==> config.mk <==
export PLATFORM = sky130hd
export DESIGN_NAME = nic_csr_block
export DESIGN_NICKNAME = d
export VERILOG_FILES = /design/src/rtl/nic_csr_pkg.sv /design/src/rtl/nic_csr_status.sv /design/src/rtl/nic_csr_fetch.sv /design/src/rtl/nic_csr_block.sv
export SDC_FILE = /design/constraint.sdc
export NUM_CORES = 1
export LEC_CHECK = 0
export CAP_MARGIN = 30
export CORE_MARGIN = 2
export CORE_UTILIZATION = 30
export CTS_CLUSTER_DIAMETER = 30
export CTS_CLUSTER_SIZE = 12
export DETAILED_ROUTE_END_ITERATION = 8
export PLACE_DENSITY_LB_ADDON = 0.15
export SLEW_MARGIN = 20
export SYNTH_ARGS = -nofsm -noshare
export SYNTH_HDL_FRONTEND = slang
export SYNTH_SLANG_ARGS = --single-unit
==> constraint.sdc <==
create_clock -name clk -period 4.2 [get_ports clk]
set_input_delay 0.63 -clock clk [delete_from_list [all_inputs] [get_ports clk]]
set_output_delay 0.63 -clock clk [all_outputs]
set_load 0.01 [all_outputs]
==> src/rtl/nic_csr_pkg.sv <==
package nic_csr_pkg;

    localparam int REG_W      = 16;
    localparam int ADDR_W     = 24;
    localparam int N_REGS     = 4;
    localparam int SEL_W      = $clog2(N_REGS);
    localparam int INIT_WORDS = 12;
    localparam int CNT_W      = $clog2(INIT_WORDS + 1);
    localparam int LEN_LOG_W  = 3;
    localparam int RING_LEN_W = 1 << LEN_LOG_W;
    localparam int N_EVT      = 6;

    // Register 0 bit positions
    localparam int B_INIT = 0;
    localparam int B_STRT = 1;
    localparam int B_STOP = 2;
    localparam int B_TDMD = 3;
    localparam int B_TXON = 4;
    localparam int B_RXON = 5;
    localparam int B_INEA = 6;
    localparam int B_INTR = 7;
    localparam int B_IDON = 8;
    localparam int B_TINT = 9;
    localparam int B_RINT = 10;
    localparam int B_MERR = 11;
    localparam int B_MISS = 12;
    localparam int B_CERR = 13;
    localparam int B_BABL = 14;
    localparam int B_ERR  = 15;

    typedef struct packed {
        logic babl;
        logic cerr;
        logic miss;
        logic merr;
        logic rint;
        logic tint;
    } evt_t;

    typedef struct packed {
        logic babl;
        logic cerr;
        logic miss;
        logic merr;
        logic rint;
        logic tint;
        logic idon;
        logic inea;
        logic rxon;
        logic txon;
        logic tdmd;
        logic stop;
        logic strt;
        logic init;
    } csr0_t;

    typedef struct packed {
        logic [REG_W-1:0]     mode;
        logic [47:0]          padr;
        logic [63:0]          ladrf;
        logic [ADDR_W-1:0]    rx_base;
        logic [LEN_LOG_W-1:0] rx_log;
        logic [ADDR_W-1:0]    tx_base;
        logic [LEN_LOG_W-1:0] tx_log;
    } init_cfg_t;

    typedef enum logic {F_IDLE, F_RUN} fetch_st_t;

    function automatic logic err_sum(csr0_t s);
        return s.babl | s.cerr | s.miss | s.merr;
    endfunction

    function automatic logic intr_sum(csr0_t s);
        return s.babl | s.miss | s.merr | s.rint | s.tint | s.idon;
    endfunction

    function automatic logic [REG_W-1:0] csr0_view(csr0_t s);
        logic [REG_W-1:0] r;
        r         = '0;
        r[B_INIT] = s.init;
        r[B_STRT] = s.strt;
        r[B_STOP] = s.stop;
        r[B_TDMD] = s.tdmd;
        r[B_TXON] = s.txon;
        r[B_RXON] = s.rxon;
        r[B_INEA] = s.inea;
        r[B_INTR] = intr_sum(s);
        r[B_IDON] = s.idon;
        r[B_TINT] = s.tint;
        r[B_RINT] = s.rint;
        r[B_MERR] = s.merr;
        r[B_MISS] = s.miss;
        r[B_CERR] = s.cerr;
        r[B_BABL] = s.babl;
        r[B_ERR]  = err_sum(s);
        return r;
    endfunction

endpackage

==> src/rtl/nic_csr_status.sv <==
module nic_csr_status
    import nic_csr_pkg::*;
(
    input  logic             clk,
    input  logic             rst,
    input  logic             wr_en,
    input  logic [REG_W-1:0] wdata,
    input  evt_t             evt,
    input  logic             demand_ack,
    input  logic             fetch_done,
    input  logic [REG_W-1:0] fetch_mode,
    output csr0_t            q
);

    csr0_t n;

    always_comb begin
        n = q;
        if (demand_ack) n.tdmd = 1'b0;
        if (wr_en) begin
            if (wdata[B_BABL]) n.babl = 1'b0;
            if (wdata[B_CERR]) n.cerr = 1'b0;
            if (wdata[B_MISS]) n.miss = 1'b0;
            if (wdata[B_MERR]) n.merr = 1'b0;
            if (wdata[B_RINT]) n.rint = 1'b0;
            if (wdata[B_TINT]) n.tint = 1'b0;
            if (wdata[B_IDON]) n.idon = 1'b0;
            if (wdata[B_TDMD]) n.tdmd = 1'b1;
            if (wdata[B_STRT]) begin
                n.strt = 1'b1;
                n.stop = 1'b0;
            end
            if (wdata[B_INIT]) begin
                n.init = 1'b1;
                n.stop = 1'b0;
            end
            if (wdata[B_STOP]) begin
                n.stop = 1'b1;
                n.strt = 1'b0;
                n.init = 1'b0;
            end
            n.inea = wdata[B_INEA];
        end
        // hardware events win over a same-cycle clear
        n.babl = n.babl | evt.babl;
        n.cerr = n.cerr | evt.cerr;
        n.miss = n.miss | evt.miss;
        n.merr = n.merr | evt.merr;
        n.rint = n.rint | evt.rint;
        n.tint = n.tint | evt.tint;
        if (fetch_done) begin
            n.txon = ~fetch_mode[1];
            n.rxon = ~fetch_mode[0];
            n.idon = 1'b1;
            n.init = 1'b0;
        end
        if (n.merr) begin
            n.txon = 1'b0;
            n.rxon = 1'b0;
        end
        if (n.stop) n.idon = 1'b0;
    end

    always_ff @(posedge clk) begin
        if (rst) begin
            q      <= '0;
            q.stop <= 1'b1;
        end else begin
            q <= n;
        end
    end


    stop_wins_chk: assert property (@(posedge clk) disable iff (rst)
        (wr_en && wdata[B_STOP]) |=> (q.stop && !q.strt && !q.init));


    w1c_clear_chk: assert property (@(posedge clk) disable iff (rst)
        (wr_en && wdata[B_TINT] && !evt.tint) |=> !q.tint);


    merr_kill_chk: assert property (@(posedge clk) disable iff (rst)
        q.merr |-> (!q.txon && !q.rxon));


    stop_idon_chk: assert property (@(posedge clk) disable iff (rst)
        q.stop |-> !q.idon);

endmodule

==> src/rtl/nic_csr_fetch.sv <==
module nic_csr_fetch
    import nic_csr_pkg::*;
(
    input  logic              clk,
    input  logic              rst,
    input  logic              start,
    input  logic              abort,
    input  logic [ADDR_W-1:0] base,
    input  logic [REG_W-1:0]  mem_rdata,
    output logic              mem_rd_en,
    output logic [ADDR_W-1:0] mem_addr,
    output logic              busy,
    output logic              done,
    output init_cfg_t         cfg
);

    fetch_st_t        st;
    logic [CNT_W-1:0] cnt;
    logic [CNT_W-1:0] cap_idx;
    logic             cap_vld;

    assign busy      = (st == F_RUN);
    assign mem_rd_en = busy && (cnt < CNT_W'(INIT_WORDS));
    assign mem_addr  = base + (ADDR_W'(cnt) << 1);
    assign done      = cap_vld && (cap_idx == CNT_W'(INIT_WORDS - 1));

    always_ff @(posedge clk) begin
        if (rst || abort) begin
            st      <= F_IDLE;
            cnt     <= '0;
            cap_vld <= 1'b0;
            cap_idx <= '0;
        end else begin
            cap_vld <= mem_rd_en;
            cap_idx <= cnt;
            if (start) begin
                st  <= F_RUN;
                cnt <= '0;
            end else if (done) begin
                st <= F_IDLE;
            end else if (mem_rd_en) begin
                cnt <= cnt + 1'b1;
            end
        end
    end

    always_ff @(posedge clk) begin
        if (rst) begin
            cfg <= '0;
        end else if (cap_vld && !abort) begin
            if (cap_idx == 0)
                cfg.mode <= mem_rdata;
            else if (cap_idx <= 3)
                cfg.padr[(int'(cap_idx) - 1) * 16 +: 16] <= mem_rdata;
            else if (cap_idx <= 7)
                cfg.ladrf[(int'(cap_idx) - 4) * 16 +: 16] <= mem_rdata;
            else if (cap_idx == 8)
                cfg.rx_base[15:0] <= mem_rdata;
            else if (cap_idx == 9) begin
                cfg.rx_base[ADDR_W-1:16] <= mem_rdata[ADDR_W-17:0];
                cfg.rx_log <= mem_rdata[REG_W-1 -: LEN_LOG_W];
            end else if (cap_idx == 10)
                cfg.tx_base[15:0] <= mem_rdata;
            else begin
                cfg.tx_base[ADDR_W-1:16] <= mem_rdata[ADDR_W-17:0];
                cfg.tx_log <= mem_rdata[REG_W-1 -: LEN_LOG_W];
            end
        end
    end


    fetch_idx_chk: assert property (@(posedge clk) disable iff (rst)
        cap_vld |-> (cap_idx < CNT_W'(INIT_WORDS)));


    done_in_run_chk: assert property (@(posedge clk) disable iff (rst)
        done |-> busy);

endmodule

==> src/rtl/nic_csr_block.sv <==
module nic_csr_block
    import nic_csr_pkg::*;
(
    input  logic                  clk,
    input  logic                  rst,
    input  logic                  acc_en,
    input  logic                  acc_we,
    input  logic                  acc_adr,
    input  logic [15:0]           acc_wdata,
    output logic [15:0]           acc_rdata,
    input  logic [5:0]            evt_in,
    input  logic                  tx_demand_ack,
    output logic                  mem_rd_en,
    output logic [23:0]           mem_addr,
    input  logic [15:0]           mem_rdata,
    output logic                  irq,
    output logic                  tx_enable,
    output logic                  rx_enable,
    output logic                  tx_demand,
    output logic                  init_busy,
    output logic                  ring_idx_rst,
    output logic [15:0]           cfg_mode,
    output logic [47:0]           station_addr,
    output logic [63:0]           addr_filter,
    output logic [23:0]           rx_ring_base,
    output logic [7:0]            rx_ring_len,
    output logic [23:0]           tx_ring_base,
    output logic [7:0]            tx_ring_len
);

    logic [SEL_W-1:0] sel_q;
    logic [REG_W-1:0] plain_q [N_REGS];
    csr0_t            csr_q;
    init_cfg_t        cfg;
    logic             busy;
    logic             done;
    logic             data_wr;

    assign data_wr = acc_en && acc_we && !acc_adr;

    always_ff @(posedge clk) begin
        if (rst)
            sel_q <= '0;
        else if (acc_en && acc_we && acc_adr)
            sel_q <= acc_wdata[SEL_W-1:0];
    end

    for (genvar k = 0; k < N_REGS; k++) begin : g_plain
        if (k == 0) begin : g_none
            assign plain_q[k] = '0;
        end else begin : g_reg
            always_ff @(posedge clk) begin
                if (rst)
                    plain_q[k] <= '0;
                else if (data_wr && sel_q == SEL_W'(k))
                    plain_q[k] <= acc_wdata;
            end
        end
    end

    always_comb begin
        if (acc_adr)
            acc_rdata = {{(REG_W-SEL_W){1'b0}}, sel_q};
        else if (sel_q == '0)
            acc_rdata = csr0_view(csr_q);
        else
            acc_rdata = plain_q[sel_q];
    end

    nic_csr_status u_status (
        .clk        (clk),
        .rst        (rst),
        .wr_en      (data_wr && sel_q == '0),
        .wdata      (acc_wdata),
        .evt        (evt_t'(evt_in)),
        .demand_ack (tx_demand_ack),
        .fetch_done (done),
        .fetch_mode (cfg.mode),
        .q          (csr_q)
    );

    nic_csr_fetch u_fetch (
        .clk       (clk),
        .rst       (rst),
        .start     (csr_q.init && !busy),
        .abort     (csr_q.stop),
        .base      ({plain_q[2][ADDR_W-17:0], plain_q[1]}),
        .mem_rdata (mem_rdata),
        .mem_rd_en (mem_rd_en),
        .mem_addr  (mem_addr),
        .busy      (busy),
        .done      (done),
        .cfg       (cfg)
    );

    assign irq          = intr_sum(csr_q) && csr_q.inea;
    assign tx_enable    = csr_q.txon && !busy;
    assign rx_enable    = csr_q.rxon && !busy;
    assign tx_demand    = csr_q.tdmd;
    assign init_busy    = busy;
    assign ring_idx_rst = done;
    assign cfg_mode     = cfg.mode;
    assign station_addr = cfg.padr;
    assign addr_filter  = cfg.ladrf;
    assign rx_ring_base = cfg.rx_base;
    assign tx_ring_base = cfg.tx_base;
    assign rx_ring_len  = RING_LEN_W'(1) << cfg.rx_log;
    assign tx_ring_len  = RING_LEN_W'(1) << cfg.tx_log;


    irq_enable_chk: assert property (@(posedge clk) disable iff (rst)
        irq |-> csr_q.inea);


    idle_engines_chk: assert property (@(posedge clk) disable iff (rst)
        mem_rd_en |-> (!tx_enable && !rx_enable));

endmodule

==> results of run 1 <==
[per-layer routing]
layer	GRT usage, %	wire length [um]	vias to the layer above	share of wire [%]
li1	-	-	4773	-
met1	23.5	18300	4595	45
met2	29.4	18500	324	46
met3	5.55	2960	58	7.3
met4	6.50	821	2	2.0
met5	0	16	-	0.039
[synthesized netlist by cell type, drive strengths merged, types with 4 or more instances]
cell type / count / area [sq um]
dfxtp: 256 / 5120
nand2: 212 / 811
buf: 195 / 1470
mux2i: 139 / 1390
nor2: 124 / 465
a21oi: 112 / 561
clkbuf: 73 / 274
nand2b: 51 / 319
nand3: 48 / 265
ha: 22 / 275
nor2b: 21 / 131
inv: 15 / 56.3
nor3: 14 / 70.1
xnor2: 14 / 123
mux4: 13 / 293
xor2: 10 / 87.6
and2: 9 / 58.8
nand4: 7 / 71.3
nor3b: 7 / 52.6
nor4: 7 / 56.3
o21ai: 7 / 35.0
a21o: 5 / 37.5
and3: 5 / 31.3
a2111oi: 4 / 53.8
and4: 4 / 35.0
[power groups by stage]
stage                     clock network [mW]  logic (mW)  registers, mW
after CTS                               5.65       0.229           2.46
after global placement                     0       0.229           2.50
after global routing                    5.80       0.242           2.46
final                                   5.53       0.225           2.46
after floorplan                            0       0.104           2.49
after detailed placement                   0       0.228           2.50
[state kept, by name, indices dropped and copies added (netlist names)]
signal and count:
u_fetch.cfg 182, plain_q 48, u_status.q 14, u_fetch.cap_idx 4, u_fetch.cnt 4, sel_q 2
u_fetch.busy 1, u_fetch.cap_vld 1
[kinds of logic (layout without fill, tap and decap cells)]
group                    after synthesis  after routing
buffers and inverters                285            448
adder cells (fa/ha/maj)               24             24
XOR/XNOR                              25             25
AO/OA/AOI/OAI                        144            144
flip-flops                           256            256
multiplexers                         153            153
AND/OR/NAND/NOR                      525            525
[critical path, cell delays in order (launching register included)]
cell             delay [ps]
dfxtp_1                 410
ha_1                    200
inv_1                    60
fa_1                    390
nor2b_1                 110
o21ai_0                 140
a21o_2                  330
nor4_2                  360
xor2_1                  190
clkdlybuf4s50_1         550
[stage by stage]
stage | setup WS [ps] | hold slack [ps]
2_1_floorplan | 797 | 432
3_3_place_gp | 783 | 439
3_5_place_dp | 715 | 446
4_1_cts | 82.4 | 452
5_1_grt | -1.09 | 464
6_report | 249 | 447
[cell type report]
cell class / instances / area (sq um) / share of cell area (%)
sequential: 256 / 5120 / 30.2
multi-input combinational: 871 / 5630 / 33.2
clock buffer: 100 / 2060 / 12.1
tap: 532 / 666 / 3.92
clock inverter: 32 / 462 / 2.72
inverter: 17 / 68.8 / 0.406
timing repair buffer: 299 / 2950 / 17.4
[how the worst min path moves through the flow]
stage	cells after the start	from	slack, ps	to
4_1_cts	2	u_fetch.cfg[168]	450	u_fetch.cfg[168]
2_1_floorplan	2	u_fetch.cfg[150]	430	u_fetch.cfg[150]
5_1_grt	2	u_fetch.cfg[152]	460	u_fetch.cfg[152]
3_5_place_dp	2	u_fetch.cfg[168]	450	u_fetch.cfg[168]
6_report	2	u_fetch.cfg[158]	450	u_fetch.cfg[158]
3_3_place_gp	2	plain_q[6]	440	plain_q[6]
==> impl_metrics.tcl, run 1 <==
set metrics [dict create \
    ctsHoldBuffers 0 \
    maxCapViolCount 0 \
    pwr_density_cell_nw_per_um2 484 \
    post_drt_wl_per_cell_um 19.3 \
    r2r-start "u_fetch.cap_idx[1]" \
    synthArstFlopShare_pct 0 \
    synthesis.nets 1480 \
    slew_headroom_pct 36.2 \
    syn_area_sq_um 12600 \
    p_sw_mw 1.77 \
    finalWirelength_mm 40.6 \
    root_buffer "clkbuf_16" \
    htreeDepth 3 \
    ys.warnings.count 0 \
    ys_seq_elements 256 \
    placedInstanceArea_sq_um 14400 \
    drt_iter0_markers 583 \
    synth_fa_ha_area_share_pct 2.51 \
    internal_power_mw 6.45 \
    fin_cells 2107 \
    cts_sinks 256 \
    swShare_pct 21.6 \
    synth.distinct_cells 60 \
    finalSetupViolCount 0 \
    power_mw 8.22 \
    numCtsBuffers 74 \
    clkTransAtPathRegs_ps 50 \
    cts_setup_buffers 0 \
    synth_mux_area_share_pct 13.5 \
    placed_cells 1975 \
    postLayoutCellArea_sq_um 17000 \
    synth_edf_count 0 \
    clock_latency_ps 570 \
    n_antenna_cell 0 \
    synth_top_family_by_area "simple AND/OR/NAND/NOR gates" \
    mostFrequentLayoutCells "281 x clkdlybuf4s50_1, 256 x dfxtp_1, 210 x nand2_1, 139 x mux2i_1, 124 x nor2_1" \
    ff2ff_setup_slack_ps 720 \
    fillers 4082 \
    clock.fmax_mhz 253 \
    die_x_um 209 \
    report.final.slew_viol_count 0 \
    drive_gt1_share_pct 10.9 \
    final_nets 1587 \
    cp.required_ps 3570 \
    io_pins 283 \
    rr_endpoint "u_fetch.cfg[152]" \
    fp.dieH_um 209 \
    start_kind "flop" \
    peakVddDrop_mv 0.232 \
    synth_compound_area_share_pct 6.68 \
    cts_resized 0 \
    crit_path_start "u_fetch.cnt[0]" \
    finalClockSkew_ps 26.1 \
    timing.final.crit_share_pct 94.1 \
    ys_seq_area_share_pct 40.8 \
    hp-class "reg2reg" \
    track_usage_pct 18.4 \
    r2r_cells 11 \
    syn_area_per_cell_sq_um 8.89 \
    synthSimpleGateAreaFrac_pct 20.2 \
    cp-endpoint "mem_addr[23]" \
    grt_start_max_net_pins 87 \
    synth_xor_area_share_pct 1.85 \
    syn_to_final_growth_pct 35.2 \
    status "complete, no violations" \
    dieArea_sq_um 43500 \
    synthFlopType "dfxtp_1" \
    period_minus_slack_ps 3950 \
    seqPwrFrac_pct 29.9 \
    core_region_area_sq_um 41100 \
    num_rows 74 \
    viasPerCell 4.63 \
    grt_pass1_wl_mm 61.2 \
    place_congestion 0.804 \
    p_leak_nw 6.78 \
    hold_viol 0 \
    hpwl_mm 27.4 \
    firstDrtPassIters 6 \
    grt_pass1_vias 9873 \
    setup-tns-final_ps 0 \
    ant_nets 0 \
    grt-ovfl-total 0 \
    vias 9752 \
    antenna_found_initial 1 \
    drc 0 \
    post-route-util_pct 41.3 \
    arrival_ps 3320 \
    critPathCaptureType "primary output" \
    worstMarginPinSlew_ps 954 \
    initial_utilization_pct 30.5 \
    crit_type "reg2out" \
    layout.cells.most_common "clkdlybuf4s50_1" \
    cts.path.max_buffers 3 \
    port_buffers 282 \
    comb_power_share_pct 2.7 \
    syn_inst 1412 \
    pwr-share-clk_pct 67.3 \
    tritoncts "built" \
    crit_fanout 8 \
]
No activity file was read; power rests on OpenSTA's default activity.
==> run 2: changes to the inputs <==
SYNTH_HIERARCHICAL = 1   (was unset)
==> impl_metrics.tcl, run 2 <==
set metrics [dict create \
    syn_inst 1210 \
    hpwl_mm 26.7 \
    io_pins 283 \
    syn_area_sq_um 11500 \
    core_region_area_sq_um 37800 \
    firstDrtPassIters 6 \
    pwr-share-clk_pct 67.4 \
    synth.largest_area_cell "dfxtp_1" \
    yosys-top-cells-count "256 x dfxtp_1, 156 x mux2i_1, 132 x nor2_1" \
    arrival_ps 3330 \
    clock_latency_ps 580 \
    comb_power_share_pct 2.9 \
    synth_top_family_by_area "simple AND/OR/NAND/NOR gates" \
    synthesis.nets 1277 \
    grt-ovfl-total 0 \
    timing.final.crit_share_pct 94.2 \
    hp-start "u_fetch/cfg[75]" \
    port_buffers 282 \
    drt_iter0_markers 570 \
    synth_fa_ha_area_share_pct 2.63 \
    synthSimpleGateAreaFrac_pct 21.8 \
    worstMarginPinSlew_ps 987 \
    start_kind "flop" \
    cts.path.max_buffers 3 \
    dieArea_sq_um 40000 \
    grt_pass1_wl_mm 59.8 \
    fin_ws_ps 244 \
    whs_path_depth 2 \
    viasPerCell 4.71 \
    clkTransAtPathRegs_ps 40 \
    report.final.slew_viol_count 0 \
    num_rows 71 \
    cp.required_ps 3570 \
    synth.distinct_cells 70 \
    internal_power_mw 6.44 \
    period_minus_slack_ps 3960 \
    finalSetupViolCount 0 \
    clock.fmax_mhz 253 \
    synth.area.top_cells "dfxtp_1 44%, mux2i_1 14%, nor2_1 4.3%, nand2_1 3.9%, nand2b_1 3.8%" \
    antenna_found_initial 0 \
    synth_compound_area_share_pct 7.66 \
    layout.cells.most_common "clkdlybuf4s50_1" \
    hp-class "reg2reg" \
    n_antenna_cell 0 \
    ff2ff_setup_slack_ps 490 \
    vias 9759 \
    hold_viol 0 \
    syn_to_final_growth_pct 49.4 \
    largest_reg_flops 182 \
    cts_resized 0 \
    pwr_density_cell_nw_per_um2 480 \
    final_nets 1570 \
    cts_setup_buffers 0 \
    critPathCaptureType "primary output" \
    r2r_cells 11 \
    initial_utilization_pct 30.5 \
    fp.dieH_um 200 \
    finalClockSkew_ps 39.7 \
    yosysMostFrequentCell "dfxtp_1" \
    numCtsBuffers 75 \
    root_buffer "clkbuf_16" \
    pre_cts_ws_ps 544 \
    tritoncts "built" \
    ant_nets 0 \
    r2r-start "u_fetch/cap_idx[0]" \
    rsz0062_at_grt "no" \
    ctsHoldBuffers 0 \
    place_congestion 0.805 \
    rr_endpoint "u_fetch/cfg[138]" \
    setup-tns-final_ps 0 \
    slew_headroom_pct 34.2 \
    track_usage_pct 19.8 \
    p_leak_nw 7.00 \
    post_drt_wl_per_cell_um 19.1 \
    largestRegisters "u_fetch/cfg: 182 flops, plain_q: 48 flops, u_status/q: 14 flops" \
    yosysTopAreaCellShare_pct 44.4 \
    syn_area_per_cell_sq_um 9.53 \
    crit_fanout 5 \
    synth_xor_area_share_pct 2.14 \
    mostFrequentLayoutCells "281 x clkdlybuf4s50_1, 256 x dfxtp_1, 156 x mux2i_1, 132 x nor2_1, 119 x nand2_1" \
    synth_edf_count 0 \
    synthFlopType "dfxtp_1" \
    htreeDepth 3 \
    die_x_um 200 \
    drc 0 \
    finalWirelength_mm 39.5 \
    grt_start_max_net_pins 135 \
    ys_seq_area_share_pct 44.4 \
    swShare_pct 22.1 \
    cts_sinks 256 \
    drive_gt1_share_pct 11.4 \
    status "complete, no violations" \
    hold_path_end "u_fetch/cfg[75]" \
    seqPwrFrac_pct 29.8 \
    ys_seq_elements 256 \
    peakVddDrop_mv 0.346 \
    grt_pass1_vias 9895 \
    maxCapViolCount 0 \
    crit_type "reg2out" \
    synth_mux_area_share_pct 16.3 \
    p_sw_mw 1.83 \
    synthArstFlopShare_pct 0 \
    ys.warnings.count 6 \
    largest-register "u_fetch/cfg" \
]
-- run 2: cell count changes after synthesis, sizes merged, moves of 5 or more --
cell / delta
nor2: +8
a21boi: +7
mux2i: +17
o2111ai: +5
nand2: -93
o21ba: +6
nand3: +14
a21oi: -26
clkbuf: -24
buf: -154
nand2b: +21
nand3b: +15
-- run 2: worst max-delay path by stage --
stage | startpoint | slack (ps) | endpoint | depth (start not counted)
CTS | u_fetch/cnt[0] | 270 | mem_addr[11] | 9
detailed placement | u_fetch/cap_idx[0] | 540 | u_fetch/cfg[148] | 11
finish | u_fetch/cnt[0] | 240 | mem_addr[11] | 9
global route | u_fetch/cnt[0] | 40 | mem_addr[11] | 9
global placement | u_fetch/cap_idx[0] | 690 | u_fetch/cfg[138] | 11
floorplan | u_fetch/cap_idx[0] | 810 | u_fetch/cfg[127] | 13
-- run 2: logic make-up after synthesis --
group	Yosys count
adder cells (fa/ha/maj)	23
AND/OR/NAND/NOR	492
XOR/XNOR	26
multiplexers	170
buffers and inverters	107
AO/OA/AOI/OAI	136
flip-flops	256
-- run 2: power groups by stage --
stage	combinational, mW	clock, mW	sequential (mW)
after detailed placement	0.241	0	2.50
after global routing	0.254	5.81	2.46
after floorplan	0.127	0	2.49
after global placement	0.241	0	2.50
after CTS	0.242	5.66	2.46
final	0.237	5.56	2.46
-- run 2: critical path: stages, from the launching register on --
cell and delay, ps:
dfxtp_1 410, ha_1 200, inv_1 50, fa_1 410
nor2b_1 150, o21a_1 190, o21ai_0 230, nor3_1 310
xor2_1 250, clkdlybuf4s50_1 580
-- run 2: per-layer routing --
metal / routed length (um) / track usage [%] / part of all wire, % / vias to the layer above
li1: - / - / - / 4757
met1: 16800 / 24.2 / 43 / 4647
met2: 18600 / 32.1 / 47 / 293
met3: 3070 / 6.82 / 7.8 / 62
met4: 983 / 7.54 / 2.5 / 0
met5: 0 / 0 / 0 / -
-- run 2: per-stage QoR --
step | instances | power (mW) | utilization [%] | area [sq um] | hold WS, ps
floorplan | 1210 | 2.62 | - | 11500 | 436
global placement | 1936 | 2.74 | 38.8 | 14700 | 437
detailed placement | 1936 | 2.74 | 38.8 | 14700 | 443
CTS | 2071 | 8.36 | 45.6 | 17200 | 448
global route | 2072 | 8.52 | 45.6 | 17200 | 464
finish | 2072 | 8.26 | 45.6 | 17200 | 448
-- run 2: cell type report --
class	count	area [sq um]
Inverter	17	63.8
Clock inverter	24	365
Sequential cell	256	5120
Multi-Input combinational cell	847	5830
Fill cell	3597	20500
Clock buffer	111	2180
Timing Repair Buffer	306	3020
Tap cell	511	639
